==> src/rtl/dual_read_flash_front.sv <==
`timescale 1ns/1ps
module dual_read_flash_front #(
  parameter int AW = 19,
  parameter logic [7:0] ID_MFR = 8'h62,
  parameter logic [7:0] ID_TYPE = 8'h16,
  parameter logic [7:0] ID_CAP = 8'h13,
  parameter logic [7:0] ID_EXT = 8'h00,
  parameter logic [7:0] ID_SHORT = 8'h3E
)(
  input  logic          clk,
  input  logic          rst_n,
  input  logic          cs_n,
  input  logic          sck,
  input  logic          hold_n,
  input  logic          io0_in,
  input  logic          io1_in,
  input  logic [7:0]    status_in,
  input  logic [7:0]    mem_rdata,
  output logic [AW-1:0] mem_addr,
  output logic          io0_out,
  output logic          io1_out,
  output logic          io0_oe,
  output logic          io1_oe
);
  typedef enum logic [2:0] {S_CMD, S_ADDR, S_DUMMY, S_DATA, S_IGN} st_t;
  typedef enum logic [1:0] {K_MEM, K_STAT, K_JID, K_SID} kind_t;

  logic [1:0] cs_m, sck_m, hold_m, io0_m, io1_m;
  logic cs_d, sck_d, hold_d;
  logic cs_s, sck_s, hold_s, io0_s, io1_s;
  logic sck_r, sck_f, held, armed, driven, dual_a, dual_d;
  st_t st;
  kind_t kind;
  logic [4:0] cnt, dmy;
  logic [7:0] op, opn, nxt, cur, ob, src;
  logic [23:0] addr;
  logic [2:0] opos;
  logic [1:0] fcnt;

  assign cs_s = cs_m[1];
  assign sck_s = sck_m[1];
  assign hold_s = hold_m[1];
  assign io0_s = io0_m[1];
  assign io1_s = io1_m[1];

  always_ff @(posedge clk or negedge rst_n)
    if (!rst_n) begin
      cs_m <= 2'b11; sck_m <= 2'b00; hold_m <= 2'b11; io0_m <= 2'b00; io1_m <= 2'b00;
      cs_d <= 1'b1; sck_d <= 1'b0; hold_d <= 1'b1;
    end else begin
      cs_m <= {cs_m[0], cs_n}; sck_m <= {sck_m[0], sck}; hold_m <= {hold_m[0], hold_n};
      io0_m <= {io0_m[0], io0_in}; io1_m <= {io1_m[0], io1_in};
      cs_d <= cs_s; sck_d <= sck_s; hold_d <= hold_s;
    end

  assign sck_r = ~cs_s & ~held & sck_s & ~sck_d;
  assign sck_f = ~cs_s & ~held & ~sck_s & sck_d;
  assign opn = {op[6:0], io0_s};
  assign ob = (opos == 3'd0) ? nxt : cur;
  assign mem_addr = addr[AW-1:0];

  always_comb
    case (kind)
      K_MEM:   src = mem_rdata;
      K_STAT:  src = status_in;
      K_JID:   case (addr[1:0])
                 2'd0: src = ID_MFR;
                 2'd1: src = ID_TYPE;
                 2'd2: src = ID_CAP;
                 default: src = ID_EXT;
               endcase
      default: src = ID_SHORT;
    endcase

  always_ff @(posedge clk or negedge rst_n)
    if (!rst_n) begin
      st <= S_CMD; kind <= K_MEM; cnt <= '0; dmy <= '0; op <= '0; addr <= '0;
      nxt <= '0; cur <= '0; opos <= '0; fcnt <= '0; held <= 1'b0; armed <= 1'b0;
      driven <= 1'b0; dual_a <= 1'b0; dual_d <= 1'b0; io0_out <= 1'b0; io1_out <= 1'b0;
    end else if (cs_s) begin
      st <= S_CMD; cnt <= '0; opos <= '0; fcnt <= '0; held <= 1'b0;
      driven <= 1'b0; dual_d <= 1'b0; armed <= 1'b0;
    end else begin
      if (cs_d) armed <= sck_s;
      if (~hold_s & hold_d & ~sck_s) held <= 1'b1;
      else if (hold_s & ~hold_d) held <= 1'b0;
      if (fcnt != 2'd0) fcnt <= fcnt - 2'd1;
      if (fcnt == 2'd1) begin
        nxt <= src;
        addr[AW-1:0] <= addr[AW-1:0] + AW'(1);
      end
      if (sck_r) begin
        armed <= 1'b0;
        case (st)
          S_CMD: begin
            op <= opn;
            cnt <= cnt + 5'd1;
            if (cnt == 5'd7) begin
              cnt <= '0; kind <= K_MEM; dual_a <= 1'b0; dual_d <= 1'b0; dmy <= '0;
              st <= S_ADDR;
              case (opn)
                8'h03: ;
                8'h0B: dmy <= 5'd8;
                8'h3B: begin dmy <= 5'd8; dual_d <= 1'b1; end
                8'hBB: begin dmy <= 5'd4; dual_d <= 1'b1; dual_a <= 1'b1; end
                8'hAB: kind <= K_SID;
                8'h05: begin kind <= K_STAT; st <= S_DATA; fcnt <= 2'd2; end
                8'h9F: begin kind <= K_JID; st <= S_DATA; fcnt <= 2'd2; addr <= '0; end
                default: st <= S_IGN;
              endcase
            end
          end
          S_ADDR: begin
            addr <= dual_a ? {addr[21:0], io1_s, io0_s} : {addr[22:0], io0_s};
            cnt <= cnt + 5'd1;
            if (cnt == (dual_a ? 5'd11 : 5'd23)) begin
              cnt <= '0;
              if (dmy == 5'd0) begin st <= S_DATA; fcnt <= 2'd2; end
              else st <= S_DUMMY;
            end
          end
          S_DUMMY: begin
            cnt <= cnt + 5'd1;
            if (cnt == dmy - 5'd1) begin st <= S_DATA; fcnt <= 2'd2; end
          end
          default: ;
        endcase
      end
      if (sck_f) begin
        if (armed) armed <= 1'b0;
        else if (st == S_DATA) begin
          driven <= 1'b1;
          io1_out <= ob[7];
          if (dual_d) begin
            io0_out <= ob[6];
            cur <= {ob[5:0], 2'b00};
            opos <= (opos == 3'd3) ? 3'd0 : opos + 3'd1;
          end else begin
            cur <= {ob[6:0], 1'b0};
            opos <= opos + 3'd1;
          end
          if (opos == 3'd0) fcnt <= 2'd2;
        end
      end
    end

  assign io1_oe = ~cs_s & ~held & driven & (st == S_DATA);
  assign io0_oe = io1_oe & dual_d;

  AST_FLOAT_DESELECTED: assert property (@(posedge clk) disable iff (!rst_n)
    cs_n && $past(cs_n) && $past(cs_n, 2) |-> !io1_oe && !io0_oe);
  AST_IO0_DUAL_ONLY: assert property (@(posedge clk) disable iff (!rst_n)
    io0_oe |-> io1_oe);
  AST_OUT_ON_FALL_ONLY: assert property (@(posedge clk) disable iff (!rst_n)
    !$past(sck_f) |-> $stable({io1_out, io0_out}));
  AST_PREFETCH_READY: assert property (@(posedge clk) disable iff (!rst_n)
    sck_f && st == S_DATA && !armed && opos == 3'd0 |-> fcnt == 2'd0);
endmodule

==> config.mk <==
export PLATFORM = sky130hd
export DESIGN_NAME = dual_read_flash_front
export DESIGN_NICKNAME = d
export VERILOG_FILES = /design/src/rtl/dual_read_flash_front.sv
export SDC_FILE = /design/constraint.sdc
export NUM_CORES = 1
export LEC_CHECK = 0
export BUFFER_PORTS_ARGS = -buffer_cell sky130_fd_sc_hd__buf_2
export CAP_MARGIN = 10
export CORE_MARGIN = 2
export CORE_UTILIZATION = 60
export CTS_BUF_LIST = sky130_fd_sc_hd__clkbuf_4 sky130_fd_sc_hd__clkbuf_8
export DETAILED_ROUTE_END_ITERATION = 8
export PLACE_DENSITY = 0.81
export SYNTH_ARGS = -nofsm -noshare
export SYNTH_HDL_FRONTEND = slang
export SYNTH_SLANG_ARGS = --single-unit
==> constraint.sdc <==
create_clock -name clk -period 3.6 [get_ports clk]
set_input_delay 0.18 -clock clk [delete_from_list [all_inputs] [get_ports clk]]
set_output_delay 0.18 -clock clk [all_outputs]
set_load 0.01 [all_outputs]
## Word-level counts from Yosys, hierarchy flattened

Index checks and enable logic that the tools add are counted.

- Register bits after elaboration: 82
- Input bits: 23

- Add/subtract/negate cells: 5
- Eq/ne operators: 23
- Mux-type cells: 63
- Bitwise operators: 18
- Reduce and logical (&&, ||, !) cells: 26

Operators by type and width:

| kind | number |
|---|---|
| 20-bit 2-to-1 mux | 3 |
| 20-bit case mux with 2 select lines | 1 |
| 19-bit 2-to-1 mux | 2 |
| 3-bit 2-to-1 mux | 11 |
| 5-bit 2-to-1 mux | 5 |
| 8-bit equality test (second input constant) | 3 |
| 2-bit 2-to-1 mux | 12 |
| 8-bit case mux with 3 select lines | 1 |
| 7-bit case mux with 3 select lines | 1 |
| 19-bit by 1-bit adder with 19-bit output (second input constant) | 1 |
| 1-bit 2-to-1 mux | 19 |
| 8-bit 2-to-1 mux | 2 |
| 5-bit case mux with 3 select lines | 1 |
| 2-bit case mux with 3 select lines | 2 |
| 2-bit nonzero test | 6 |
| 1-bit AND | 11 |
| 5-bit equality test | 2 |
| 5-bit AND reduction | 2 |
| 3-bit by 2-bit equality test with 1-bit output (second input constant) | 3 |
| 3-bit inequality test (second input constant) | 3 |
| 3-bit case mux with 3 select lines | 1 |
| 3-bit AND reduction | 3 |
| 8-bit by 2-bit equality test with 1-bit output (second input constant) | 1 |
| 8-bit by 3-bit equality test with 1-bit output (second input constant) | 1 |
| 23 further kinds | 38 |

## Depth between registers and ports, before layout

Gate-level depths: netlist of the first run.

- Depth after elaboration: 11
- Gate-level depth with buffers: 10

## Worst setup path before layout of the first run

OpenSTA, ideal clock, no wires.

- Path type: register to register
- Start point: register dual_a
- End point: register st[0]
- Setup time: 0.078 ns
- Data arrival time: 2.696 ns
- Setup slack: 0.826 ns
- Stages on the path, launching flop included: 11
- Cell sequence: dfrtp_1 buf_2 buf_2 buf_1 inv_1 ha_1 xor2_1 o41ai_2 o311ai_1 or3_1 a21oi_1

- Cells in the longest elaborated chain, start to end: 4

RTL lines:

| what | RTL line | RTL |
|---|---|---|
| from (decl) | 31 | `logic sck_r, sck_f, held, armed, driven, dual_a, dual_d;` |
| from (signal assigned) | 79 | `driven <= 1'b0; dual_a <= 1'b0; dual_d <= 1'b0; io0_out <= 1'b0; io1_out <= 1'b0;` |
| from (signal assigned) | 99 | `cnt <= '0; kind <= K_MEM; dual_a <= 1'b0; dual_d <= 1'b0; dmy <= '0;` |
| from (signal assigned) | 105 | `8'hBB: begin dmy <= 5'd4; dual_d <= 1'b1; dual_a <= 1'b1; end` |
| 5-bit 2-to-1 mux | 116 | `if (cnt == (dual_a ? 5'd11 : 5'd23)) begin` |
| 5-bit equality test | 116 |  |
| 3-bit inequality test (no source line) | n/a |  |
| 5-bit AND reduction (no source line) | n/a |  |
| to (signal assigned) | 118 | `if (dmy == 5'd0) begin st <= S_DATA; fcnt <= 2'd2; end` |
| to (signal assigned) | 119 | `else st <= S_DUMMY;` |
| to (signal assigned) | 124 | `if (cnt == dmy - 5'd1) begin st <= S_DATA; fcnt <= 2'd2; end` |
| to (decl) | 32 | `st_t st;` |

Every way passes these cells.
A chain may end at the register's enable or synchronous reset.

## Final worst setup path of the first run

- Start point: register cnt[0]
- End point: register addr[16]

- Cells in the longest elaborated chain, start to end: 4

RTL lines:

| what | RTL line | RTL |
|---|---|---|
| from (decl) | 34 | `logic [4:0] cnt, dmy;` |
| from (signal assigned) | 97 | `cnt <= cnt + 5'd1;` |
| from (signal assigned) | 115 | `cnt <= cnt + 5'd1;` |
| from (signal assigned) | 123 | `cnt <= cnt + 5'd1;` |
| 5-bit by 3-bit equality test with 1-bit output | 98 | `if (cnt == 5'd7) begin` |
| 20-bit 2-to-1 mux | 98 |  |
| 20-bit case mux with 2 select lines | 94 | `case (st)` |
| 19-bit 2-to-1 mux | 92 | `if (sck_r) begin` |
| to (signal, indexed assignment) | 90 | `addr[AW-1:0] <= addr[AW-1:0] + AW'(1);` |
| to (signal assigned) | 114 | `addr <= dual_a ? {addr[21:0], io1_s, io0_s} : {addr[22:0], io0_s};` |
| to (decl) | 36 | `logic [23:0] addr;` |

Every way passes these cells. The select of a mux whose other input is x is not followed.

==> results of run 1 <==
sequential cells by signal, indices dropped and copies added, names as in the netlist, 3 cells and up:
register,flops
addr,19
nxt,8
cur,7
op,7
cnt,5
opos,3
st,3
layer usage:
metal,wire length [um],share of wire,vias up,track usage
li1,-,-,1709,-
met1,4200,0.44,1752,0.333
met2,4690,0.49,105,0.402
met3,433,0.046,20,0.0402
met4,185,0.019,0,0.100
met5,0,0,-,0
final cells by class:
type,count,area (um^2),share of cell area
sequential,77,1930,0.397
clock inverter,6,46.3,0.00950
multi-input combinational,323,2270,0.465
inverter,19,71.3,0.0146
clock buffer,10,138,0.0282
tap,99,124,0.0254
timing repair buffer,52,293,0.0601
worst register-to-register path, delay by kind of cell, from the launching register on:
| kind | cells | cell delay (ns) |
|---|---|---|
| fa+ha+maj | 1 | 0.30 |
| compound gates | 3 | 0.83 |
| flops | 1 | 0.39 |
| simple gates | 2 | 0.93 |
path summary, 6_finish.rpt:
kind | start | end | slack [ns] | cells past startpoint
max in group asynchronous | rst_n | addr[3]$_DFFE_PN0N_ | 3.01 | 1
min in group clk | mem_rdata[3] | nxt[3]$_DFFE_PN0P_ | 0.13 | 3
hold reg to reg | io1_m[0]$_DFF_PN0_ | io1_m[1]$_DFF_PN0_ | 0.36 | 0
setup / recovery | cnt[0]$_DFFE_PN0P_ | addr[16]$_DFFE_PN0N_ | 1.06 | 6
setup reg to reg | cnt[0]$_DFFE_PN0P_ | addr[16]$_DFFE_PN0N_ | 1.06 | 6
hold / removal | rst_n | io0_m[1]$_DFF_PN0_ | -0.05 | 1
through the flow:
stage | setup WS (ns) | std cells | utilization | hold WS [ns] | power [mW]
final | 1.06 | 586 | 0.675 | -0.0481 | 1.74
after detailed placement | 1.10 | 565 | 0.643 | 0.287 | 1.14
after global placement | 1.19 | 565 | 0.643 | 0.287 | 1.13
after global routing | 0.915 | 586 | 0.675 | 0.0522 | 1.82
after floorplan | 0.826 | 449 | - | -0.116 | 1.08
after CTS | 1.09 | 586 | 0.675 | 0.00309 | 1.75
repair_timing:
item                                    CTS  global route
endpoints found under the setup margin    0             0
hold endpoints to repair                  5             0
gates resized for setup                   0             0
hold buffers                              5             0
kinds of logic (layout without fill, tap and decap cells):
group                      count (synthesis)  count (layout)  synth area share
buffers and inverters                     49              87            0.0520
adders and majority gates                  9               9            0.0255
DFF                                       77              77             0.437
AOI/OAI and AO/OA                        111             111             0.175
muxes                                     46              46             0.107
and+or+nand+nor                          151             151             0.191
xor gates and xnor gates                   6               6            0.0119
synthesized netlist by cell type, types with 3 or more instances:
| cell | count |
|---|---|
| a21o_1 | 6 |
| a21oi_1 | 22 |
| a221o_1 | 4 |
| a31oi_1 | 4 |
| and3_1 | 3 |
| buf_2 | 12 |
| clkbuf_1 | 12 |
| dfrtp_1 | 71 |
| dfstp_2 | 6 |
| ha_1 | 9 |
| inv_1 | 19 |
| mux2_2 | 11 |
| mux2i_1 | 35 |
| nand2_1 | 49 |
| nand2b_1 | 5 |
| nand3_1 | 11 |
| nand3b_1 | 5 |
| nand4_1 | 7 |
| nor2_1 | 28 |
| nor2b_1 | 3 |
| nor3_1 | 4 |
| nor4_1 | 5 |
| o21a_1 | 4 |
| o21ai_0 | 22 |
| o22ai_1 | 12 |
| o31ai_1 | 6 |
| o32a_1 | 9 |
| or3_1 | 5 |
| xnor2_1 | 4 |
power by group:
| group | switching [mW] | leakage [nW] | internal (mW) |
|---|---|---|---|
| Combinational | 0.0770 | 1.03 | 0.0763 |
| Sequential | 0.0672 | 0.986 | 0.909 |
| Clock | 0.332 | 0.0893 | 0.274 |
| Total | 0.476 | 2.11 | 1.26 |
==> flow_metrics.tcl, run 1 <==
set metrics [dict create \
    async_flop_share 1.00 \
    ys_top_cells_by_area "dfrtp_1, mux2i_1, nand2_1" \
    crit_buf_inv 0 \
    post_dp_cell_area_um2 4640 \
    ys_warn_count 0 \
    yosysSeqAreaShare 0.437 \
    drc 0 \
    syn_avg_cell_area_um2 9.85 \
    drt_pass1_iterations 6 \
    initial_core_util 0.613 \
    slowest_stage "nand3_1" \
    crit_fanout 14 \
    violations "hold timing" \
    htreeDepth 3 \
    hold_viol 27 \
    synth.top_cell.area_share 0.402 \
    syn_inst 449 \
    finalSetupViolations 0 \
    p_leak_nw 2.11 \
    port_buffers 45 \
    grt.total_usage 0.247 \
    coreArea_um2 7210 \
    drt-total-wl_um 9510 \
    cts_buffers 9 \
    cpPeakStageDelay_ns 0.47 \
    hold_class "primary input to asynchronous set/reset pin" \
    fillers 571 \
    antenna_found_initial 0 \
    p_per_area_nw_per_um2 356 \
    grt_pass1_wl_um 16400 \
    slew_viol_final 0 \
    layout_commonest_cell "dfrtp_1" \
    worstMarginPinSlew_ns 1.14 \
    outcome "finished, violations left" \
    rsz0062_at_grt "false" \
    drtIter0Drc 293 \
    path_clk_slew_ns 0.08 \
    cp-start-kind "flop" \
    min_period_ns 2.54 \
    root_buffer "clkbuf_8" \
    fmax_mhz 393 \
    final_cell_mix "dfrtp_1, nand2_1, buf_2" \
    hold_ws_ns -0.0481 \
    syn_nets 481 \
    vdd_drop_max_v 0.000384 \
    dieHeight_um 89.9 \
    period_share 0.707 \
    cts_setup_buffers 0 \
    die_w_um 89.9 \
    grt_overflow_total 0 \
    drive_gt1_frac 0.193 \
    dieArea_um2 8080 \
    synth_area_um2 4420 \
    worst_ep_arrival_time_ns 2.79 \
    synth_top_cell_by_area "dfrtp_1" \
    end_kind "flop" \
    io_pins 46 \
    nNetsFinal 514 \
    max-clock-path-buffers 2 \
    crit_type "flop to flop" \
    maxCapViolCount 0 \
    diodes 0 \
    synth_edf_count 0 \
    insertion_delay_ns 0.36 \
    cts_tree "built" \
    fin_tns_setup_ns 0 \
    critical_path.cell_chain "ha_1, nor4bb_4, a31o_1, nand3_1, a21o_1, a221o_1" \
    relSlewSlack 0.236 \
    ys_seq_elements 77 \
    synth.distinct_cells 71 \
    place_hpwl_um 6480 \
    fin_skew_ns 0.00993 \
    vias 3586 \
    fin_area_um2 4870 \
    viasPerCell 6.12 \
    drtAntennaViolNets 0 \
    ys.flop_type "dfrtp_1" \
    required_ns 3.84 \
    cts_sinks 77 \
    gp_congestion 0.859 \
    crit_family "simple AND/OR/NAND/NOR gates" \
    grt_pass1_vias 3490 \
    grt_max_degree 78 \
    rows 31 \
    synthToLayoutAreaGrowth_pct 10.1 \
    routedWlPerCell_um 16.2 \
]
(Power assumes the default switching activity.)
==> run 2: changes to the inputs <==
--- a/config.mk
+++ b/config.mk
@@ -8,10 +8,10 @@
 export BUFFER_PORTS_ARGS = -buffer_cell sky130_fd_sc_hd__buf_2
 export CAP_MARGIN = 10
 export CORE_MARGIN = 2
-export CORE_UTILIZATION = 60
+export CORE_UTILIZATION = 55
 export CTS_BUF_LIST = sky130_fd_sc_hd__clkbuf_4 sky130_fd_sc_hd__clkbuf_8
 export DETAILED_ROUTE_END_ITERATION = 8
-export PLACE_DENSITY = 0.81
+export PLACE_DENSITY = 0.78
 export SYNTH_ARGS = -nofsm -noshare
 export SYNTH_HDL_FRONTEND = slang
 export SYNTH_SLANG_ARGS = --single-unit
==> constraint.sdc (replaced) <==
create_clock -name clk -period 2.1 [get_ports clk]
set_input_delay 0.105 -clock clk [delete_from_list [all_inputs] [get_ports clk]]
set_output_delay 0.105 -clock clk [all_outputs]
set_load 0.01 [all_outputs]
==> flow_metrics.tcl, run 2 (synthesis results as in run 1) <==
set metrics [dict create \
    gp_congestion 0.915 \
    path_clk_slew_ns 0.08 \
    fillers 628 \
    fin_area_um2 5220 \
    initial_core_util 0.570 \
    r2r_cells 6 \
    slew_viol_final 0 \
    drt_pass1_iterations 5 \
    io_pins 46 \
    fin_tns_setup_ns 0 \
    port_buffers 45 \
    post_dp_cell_area_um2 4940 \
    drc 0 \
    coreArea_um2 7770 \
    critical_path.cell_chain "ha_1, or2b_1, o41ai_4, o311ai_4, or3_1, a21oi_1" \
    cp-start-kind "flop" \
    diodes 0 \
    vdd_drop_max_v 0.000705 \
    drtIter0Drc 316 \
    multi_input_area_um2 2350 \
    die_w_um 93.7 \
    crit_type "flop to flop" \
    slowest_stage "o41ai_4" \
    max-clock-path-buffers 2 \
    drtAntennaViolNets 0 \
    grt_max_degree 78 \
    rows 32 \
    period_share 0.971 \
    finalSetupViolations 0 \
    routedWlPerCell_um 17.2 \
    min_period_ns 2.04 \
    p_per_area_nw_per_um2 580 \
    required_ns 2.37 \
    insertion_delay_ns 0.35 \
    grt.total_usage 0.252 \
    root_buffer "clkbuf_8" \
    grt_pass1_wl_um 17300 \
    nNetsFinal 547 \
    final_cell_mix "dfrtp_1, nand2_1, buf_2" \
    grt_overflow_total 0 \
    dieArea_um2 8780 \
    end_kind "flop" \
    cts_tree "built" \
    largest_reg_flops 19 \
    registers.top_by_ff_count "addr" \
    antenna_found_initial 0 \
    dieHeight_um 93.7 \
    vias 3730 \
    fin_skew_ns 0.00900 \
    htreeDepth 3 \
    place_hpwl_um 7270 \
    viasPerCell 6.01 \
    grt_pass1_vias 3595 \
    place_inst 600 \
    relSlewSlack 0.636 \
    cpPeakStageDelay_ns 0.43 \
    r2r-end "st[0]$_DFFE_PN0P_" \
    hold_path_end "nxt[3]$_DFFE_PN0P_" \
    crit_fanout 3 \
    final_util 0.673 \
    regArea_um2 1930 \
    r2r_slack_ns 0.06 \
    cts_buffers 9 \
    drive_gt1_frac 0.262 \
    worstMarginPinSlew_ns 0.545 \
    drt-total-wl_um 10700 \
    synthToLayoutAreaGrowth_pct 18.1 \
    layout_commonest_cell "dfrtp_1" \
    reg_top3 "addr (19), nxt (8)" \
    hold_class "primary input to flop" \
    hold_viol 0 \
    hold_ws_ns 0.0562 \
    worst_ep_arrival_time_ns 2.31 \
    outcome "finished clean" \
    cts_sinks 77 \
    hold_start "mem_rdata[3]" \
    whs_path_depth 3 \
    fmax_mhz 490 \
    layout.cells.non_filler 621 \
    maxCapViolCount 0 \
    p_leak_nw 2.28 \
    reg2reg_from "cnt[1]$_DFFE_PN0P_" \
    cts_setup_buffers 0 \
]
-- run 2: changes by cell type in the layout (fill, tap and decap cells not counted), moves of 2 or more --
cell       previous run  this run
a2111oi_0             2         0
ha_1                  9         7
buf_4                 3        34
ha_4                  0         2
-- run 2: worst max-delay path by stage --
stage                            start                    to  slack [ns]  cells after the start
finish              cnt[1]$_DFFE_PN0P_     st[0]$_DFFE_PN0P_        0.06                      6
global route        cnt[0]$_DFFE_PN0P_    cnt[3]$_DFFE_PN0P_       -0.09                      7
CTS                 cnt[0]$_DFFE_PN0P_     fcnt[0]$_DFF_PN0_       0.009                      7
detailed placement  cnt[1]$_DFFE_PN0P_  addr[11]$_DFFE_PN0N_       -0.08                      6
global placement    cnt[1]$_DFFE_PN0P_  addr[18]$_DFFE_PN0N_        0.02                      6
floorplan           dual_a$_DFFE_PN0P_     st[0]$_DFFE_PN0P_       -0.01                     10
-- run 2: area by class of cell --
class / instances / share of cell area
timing repair buffer: 85 / 0.106
clock buffer: 10 / 0.0263
inverter: 19 / 0.0146
multi-input combinational: 323 / 0.451
sequential: 77 / 0.370
tap: 102 / 0.0244
clock inverter: 5 / 0.00719
-- run 2: metal layers --
layer / vias to the layer above / global-route usage / part of all wire
li1: 1774 / - / -
met1: 1840 / 0.328 / 0.44
met2: 104 / 0.426 / 0.51
met3: 12 / 0.0482 / 0.040
met4: 0 / 0.0773 / 0.011
met5: - / 0 / 0
-- run 2: what timing repair did --
action | in CTS | in global routing
cloned | 0 | 0
hold buffers | 6 | 0
gates resized for setup | 2 | 9
endpoints found under the setup margin | 14 | 10
endpoints found under the hold margin | 76 | 0
-- run 2: power by group --
part / internal [mW] / switching [mW] / total, mW
combinational: 0.197 / 0.215 / 0.411
sequential: 1.56 / 0.0452 / 1.60
clock: 0.456 / 0.559 / 1.01
-- run 2: stage by stage --
step           total power [mW]  setup WS [ns]
6_report                   3.03         0.0601
5_1_grt                    3.15        -0.0858
4_1_cts                    3.04        0.00881
3_5_place_dp               2.03        -0.0765
3_3_place_gp               2.01         0.0156
2_1_floorplan              1.85        -0.0146
-- run 2: critical path: cells and delay by family, from the launching register on --
kind / cells / cell delay [ns]
AO/OA/AOI/OAI: 3 / 0.76
AND/OR/NAND/NOR: 2 / 0.63
flip-flops: 1 / 0.37
adder cells (fa/ha/maj): 1 / 0.21
